**src/rtl/wdog_ctl.sv**
```systemverilog
module wdog_ctl #(
  parameter int DW    = 16,
  parameter int CNT_W = 16,
  parameter int AW    = 2,
  parameter logic [CNT_W-1:0] MOD_RST = '1
) (
  input  logic          clk,
  input  logic          por_n,
  input  logic          wrst_n,
  input  logic [AW-1:0] bus_addr,
  input  logic          bus_we,
  input  logic [DW-1:0] bus_wdata,
  input  logic          bus_super,
  input  logic          mode_stop,
  input  logic          mode_wait,
  input  logic          mode_doze,
  output logic [DW-1:0] bus_rdata,
  output logic          tmo_pulse
);
  localparam logic [AW-1:0] A_CTRL = AW'(0);
  localparam logic [AW-1:0] A_MOD  = AW'(1);
  localparam logic [AW-1:0] A_CNT  = AW'(2);
  localparam logic [AW-1:0] A_SVC  = AW'(3);
  localparam logic [DW-1:0] KEY1   = DW'(16'h5555);
  localparam logic [DW-1:0] KEY2   = DW'(16'hAAAA);

  logic en_q, hs_q, hw_q, hd_q, lock_q;
  logic [CNT_W-1:0] mod_q, cnt_q;
  logic armed_q, svc_arm_q;

  wire rst_n    = por_n & wrst_n;
  wire wr_ok    = bus_we & bus_super;
  wire wr_ctrl  = wr_ok & (bus_addr == A_CTRL);
  wire wr_mod   = wr_ok & (bus_addr == A_MOD);
  wire svc_hit  = wr_ok & (bus_addr == A_SVC);
  wire svc_fire = svc_hit & svc_arm_q & (bus_wdata == KEY2);
  wire frozen   = (hs_q & mode_stop) | (hw_q & mode_wait) | (hd_q & mode_doze);

  always_ff @(posedge clk or negedge por_n)
    if (!por_n) begin
      {en_q, hs_q, hw_q, hd_q, lock_q} <= '0;
      mod_q <= MOD_RST;
    end else begin
      if (wr_ctrl && !lock_q) begin
        en_q   <= bus_wdata[0];
        hd_q   <= bus_wdata[2];
        hw_q   <= bus_wdata[3];
        hs_q   <= bus_wdata[4];
        lock_q <= 1'b1;
      end
      if (wr_mod) mod_q <= bus_wdata[CNT_W-1:0];
    end

  always_ff @(posedge clk or negedge rst_n)
    if (!rst_n) svc_arm_q <= 1'b0;
    else if (svc_hit) svc_arm_q <= (bus_wdata == KEY1);

  always_ff @(posedge clk or negedge rst_n)
    if (!rst_n) begin
      armed_q   <= 1'b0;
      cnt_q     <= '0;
      tmo_pulse <= 1'b0;
    end else begin
      tmo_pulse <= 1'b0;
      if (!armed_q) begin
        if (en_q) begin
          armed_q <= 1'b1;
          cnt_q   <= mod_q;
        end
      end else if (svc_fire) begin
        cnt_q <= mod_q;
      end else if (!frozen) begin
        if (cnt_q == '0) begin
          cnt_q     <= mod_q;
          tmo_pulse <= 1'b1;
        end else begin
          cnt_q <= cnt_q - 1'b1;
        end
      end
    end

  always_comb begin
    bus_rdata = '0;
    if (bus_super)
      case (bus_addr)
        A_CTRL:  bus_rdata = DW'({hs_q, hw_q, hd_q, 1'b1, en_q});
        A_MOD:   bus_rdata = DW'(mod_q);
        A_CNT:   bus_rdata = DW'(cnt_q);
        default: bus_rdata = '0;
      endcase
  end

  a_r2_lock_holds: assert property (@(posedge clk) disable iff (!por_n)
    lock_q |=> lock_q && $stable({en_q, hs_q, hw_q, hd_q}));

  a_r5_idle_when_off: assert property (@(posedge clk) disable iff (!rst_n)
    !en_q |=> !tmo_pulse && cnt_q == '0);

  a_r6_step_down: assert property (@(posedge clk) disable iff (!rst_n)
    (armed_q && !frozen && !svc_fire && cnt_q != '0) |=> cnt_q == $past(cnt_q) - 1'b1);

  a_r7_single_pulse: assert property (@(posedge clk) disable iff (!rst_n)
    (tmo_pulse && mod_q != '0) |=> !tmo_pulse);

  a_r7_from_zero: assert property (@(posedge clk) disable iff (!rst_n)
    $rose(tmo_pulse) |-> $past(cnt_q) == '0);

  a_r8_pause_holds: assert property (@(posedge clk) disable iff (!rst_n)
    (armed_q && frozen && !svc_fire) |=> $stable(cnt_q));
endmodule

```
**config.mk**
```make
export PLATFORM = sky130hd
export DESIGN_NAME = wdog_ctl
export DESIGN_NICKNAME = d
export VERILOG_FILES = /design/src/rtl/wdog_ctl.sv
export SDC_FILE = /design/constraint.sdc
export NUM_CORES = 1
export LEC_CHECK = 0
export BUFFER_PORTS_ARGS = -buffer_cell sky130_fd_sc_hd__buf_2
export CORE_UTILIZATION = 41
export CTS_BUF_LIST = sky130_fd_sc_hd__clkbuf_8 sky130_fd_sc_hd__clkbuf_16
export DETAILED_ROUTE_END_ITERATION = 8
export PLACE_DENSITY = 0.63
export SETUP_SLACK_MARGIN = 0.02
export SYNTH_ARGS = -nofsm -noshare
export SYNTH_HDL_FRONTEND = slang
export SYNTH_SLANG_ARGS = --single-unit
```
**constraint.sdc**
```tcl
create_clock -name clk -period 4.7 [get_ports clk]
set_input_delay 0.47 -clock clk [delete_from_list [all_inputs] [get_ports clk]]
set_output_delay 0.47 -clock clk [all_outputs]
set_load 0.1 [all_outputs]
```
; ---- After elaboration in Yosys (flattened, before gate mapping)
; Index checks and enable logic that the tools add are counted.
[word_totals]
reg_bits = 40
inputBits = 26
out_inout_bits = 17
elab_cells = 48
[op_classes]
n_addsub = 1
eq_ne = 6
muxes = 13
n_bitwise = 12
reduce_logical = 6
[op_table]
columns = operator, n
row1 = two-way mux 16 bit, 6
row2 = case mux 16 bit (3 select lines), 1
row3 = == test 16 x 15 -> 1 bit (second input constant), 1
row4 = == test 16 bit (second input constant), 1
row5 = logical NOT 16 bit, 1
row6 = subtractor 16 x 1 -> 16 bit (second input constant), 1
row7 = bitwise AND 1 bit, 10
row8 = two-way mux 1 bit, 6
row9 = == test 2 bit (second input constant), 2
row10 = inequality test 3 bit (second input constant), 1
row11 = == test 2 x 1 -> 1 bit (second input constant), 1
row12 = logical NOT 2 bit, 1
row13 = bitwise OR 1 bit, 2
row14 = AND reduction 2 bit, 1
row15 = nonzero test 2 bit, 1
row16 = logical AND 1 bit, 1
row17 = logical NOT 1 bit, 1

; ---- Depth between registers and ports, before layout
[depth]
depth_word = 6
ltp_mapped = 9
depth_no_buf = 7

; ---- Worst setup path after synthesis
; OpenSTA, ideal clock, no wires.
[synth_path]
path_type = in2out
from = input port bus_addr[0]
to = output port bus_rdata[10]
arrival_ps = 2792
required_ps = 4230
path_slack_ps = 1438
path_stages = 5
n_path_buf = 2
path_cell_list = clkbuf_1 -> nor2b_1 -> clkbuf_1 -> a22oi_1 -> nor2b_1
[synth_between]
elab_chain_len = 3
elab_cells_between_ends = 5
[synth_lines]
columns = item, line
row1 = start: declaration, 10  ; input logic [AW-1:0] bus_addr,
row2 = == test 2 bit (tied with other cells), 85  ; case (bus_addr)
row3 = case mux 16 bit (3 select lines) (*), 85
row4 = two-way mux 16 bit (*), 84  ; if (bus_super)
row5 = end: declaration, 17  ; output logic [DW-1:0] bus_rdata,
; Mark *: on every way between the ends. The rest lies on a longest branch, timed or not.

; ---- Worst setup path after layout
[layout_path]
from = input port bus_addr[1]
to = output port bus_rdata[15]
; The elaborated chain is that of the path after synthesis.

==> impl_metrics.json <==
{
  "slew_violations": 0,
  "tns_ns": 0,
  "grt_antenna_before_repair": 0,
  "period_share_pct": 61.4,
  "place_area_sq_um": 2650,
  "grtUsageMet1_pct": 30.0,
  "min_path_type": "input pin to asynchronous set/reset pin",
  "setup_viol": 0,
  "design.core.area_sq_um": 5610,
  "cts_hold_buf": 0,
  "via_count": 2021,
  "drive_gt1_share_pct": 33.9,
  "ys_ff_latch": 40,
  "met3_usage_pct": 2.87,
  "cp.buffers_inverters": 2,
  "critPathSlowestCell": "nor2b_1",
  "htree_levels": 2,
  "postSynthAreaPerCell_sq_um": 10.1,
  "tightest_slew_ns": 1.13,
  "grt_pass1_vias": 2006,
  "syn_to_final_growth_pct": 14.6,
  "cp_top_family": "simple AND/OR/NAND/NOR gates",
  "diodes": 0,
  "viasPerCell": 5.79,
  "rows": 27,
  "async_reset_ff_share_pct": 100,
  "met2_usage_pct": 30.8,
  "finClkSkew_ns": 0.00453,
  "die_h_um": 78.8,
  "fin_hold_ws_ns": 0.121,
  "period_needed_ns": 2.89,
  "total_power_w": 0.00137,
  "gp_congestion": 0.777,
  "cp.arrival_ns": 2.42,
  "grt_remaining_overflow": 0,
  "max-cap-violations": 0,
  "cts_buffers": 5,
  "vdd_drop_max_v": 0.000200,
  "hpwl_mm": 4.30,
  "post-route-drc-count": 0,
  "synthCells": 239,
  "grt_first_pass_wirelength_mm": 9.89,
  "yosysMostFrequentCell": "dfrtp_1",
  "drt-initial-drc-count": 210,
  "critPathLaunchType": "input pin",
  "clock-sinks": 40,
  "grt_max_degree": 23,
  "final_net_count": 304,
  "worstRegToRegCells": 6,
  "crit_path_max_incr_delay_ns": 0.91,
  "worstSetupPathType": "input pin to output port",
  "rsz0062_at_grt": "false",
  "cts_setup_buffers": 0,
  "yosys_warnings": 0,
  "synth_edf_count": 0,
  "synth_nets": 267,
  "power_leakage_nw": 1.23,
  "io_buffers": 42,
  "yosysTopAreaCellShare_pct": 24.8,
  "cp.depth": 5,
  "ys.flop_type": "dfrtp_1",
  "max_freq_mhz": 347,
  "yosys.area.top_type": "dfrtp_1",
  "drt-wirelength-per-cell_um": 16.8,
  "insertion_delay_ns": 0.30,
  "final_util_pct": 49.5,
  "synthTopCellsByCount": "dfrtp_1 (24), mux2_2 (21), o21ai_0 (18)",
  "die_area_sq_um": 6220,
  "busiest_layer": "met2",
  "cts_tree": "done",
  "start_util_pct": 43.2,
  "dr.pass1.iters": 4,
  "critPathCaptureType": "output port",
  "synth.area.top_cells": "dfrtp_1 (25%), dfstp_2 (17%), mux2_2 (9.8%)",
  "ios": 43,
  "grt_usage_pct": 20.5,
  "syn_area_sq_um": 2420,
  "clkTransAtPathRegs_ns": 0.08,
  "p_per_area_nw_per_um2": 494,
  "slew-limit-headroom_pct": 24.6,
  "final_area_sq_um": 2780,
  "worstPathMaxFanout": 15,
  "routed_wl_mm": 5.86,
  "postRouteAntennaNets": 0,
  "die_w_um": 78.8,
  "synth_cell_type_count": 41,
  "crit_chain": "buf_2 -> nor2b_1 -> a22oi_1 -> nor2b_1 -> buf_2",
  "cts.repair.resized": 0,
  "clk_path_buf_depth": 2,
  "seq_area_frac_synth_pct": 42.2,
  "status": "complete, no violations",
  "cts_root_buf": "clkbuf_8",
  "crit_required_ns": 4.23,
  "final-hold-violation-count": 0
}
[metrics by stage]
| stage | cells | setup slack (ns) |
|---|---|---|
| after CTS | 349 | 1.84 |
| after floorplan | 239 | 1.44 |
| final | 349 | 1.81 |
| after detailed placement | 341 | 1.84 |
| after global placement | 341 | 1.83 |
| after global routing | 349 | 1.68 |
[metal layers]
metal | part of all wire, % | wire length [um]
met4 | 1.7 | 97
met5 | 0 | 0
met3 | 3.8 | 225
met1 | 48 | 2810
met2 | 47 | 2730
[sequential cells by signal, summed over array words and instances, names as in the netlist]
| name | count |
|---|---|
| armed_q | 1 |
| hw_q | 1 |
| lock_q | 1 |
| svc_arm_q | 1 |
| tmo_pulse | 1 |
| cnt_q | 16 |
| mod_q | 16 |
| en_q | 1 |
| hd_q | 1 |
| hs_q | 1 |
[kinds of logic (layout without fill, tap and decap cells)]
family                   count (synthesis)  in the layout  share of synthesized area [%]
AND/OR/NAND/NOR                         82             82                           20.5
flip-flops                              40             40                           42.2
adder cells (fa/ha/maj)                  2              2                           1.03
multiplexers                            36             36                           16.0
AO/OA/AOI/OAI                           58             58                           16.0
buffers and inverters                   21             59                           4.34
[power breakdown]
| group | internal, W | switching (W) | total (W) |
|---|---|---|---|
| combinational | 0.000178 | 0.000300 | 0.000478 |
| clock | 0.000174 | 0.000126 | 0.000300 |
| sequential | 0.000466 | 0.000128 | 0.000594 |
| total | 0.000817 | 0.000554 | 0.00137 |
[path summary, 6_finish.rpt]
path                                        endpoint  slack (ns)            startpoint
worst max-delay path                   bus_rdata[15]        1.81           bus_addr[1]
worst min-delay path                en_q$_DFFE_PN0P_        0.12                 por_n
worst max register to register  cnt_q[7]$_DFFE_PN0P_        1.95  cnt_q[8]$_DFFE_PN0P_
worst min register to register    lock_q$_DFFE_PN0P_        0.48    lock_q$_DFFE_PN0P_
max in group asynchronous       cnt_q[1]$_DFFE_PN0P_        3.33                 por_n
min in group clk                mod_q[1]$_DFFE_PN1P_        0.43          bus_wdata[1]
[cell usage in the layout (no fill, tap or decap), types with 2 or more instances in the layout]
cell	count
buf_2	42
dfrtp_1	24
mux2_2	21
o21ai_0	18
dfstp_2	16
nor2b_1	15
mux2i_1	15
a22oi_1	13
nand2_1	12
nor3_1	11
nor2_1	9
inv_1	8
nor4bb_1	7
o2bb2ai_1	7
a21oi_1	7
and2_1	6
clkbuf_8	6
nand4_1	4
nand3_1	4
nor4_1	4
o22ai_1	3
or2_2	2
a2bb2oi_1	2
ha_1	2
[cell type report]
cell class	instances	area, sq um
Fill cell	540	2830
Inverter	8	30.0
Tap cell	72	90.1
Multi-Input combinational cell	178	1290
Timing Repair Buffer	43	218
Clock inverter	2	38.8
Sequential cell	40	1020
Clock buffer	6	82.6
Power figures use the tool's default switching activity.
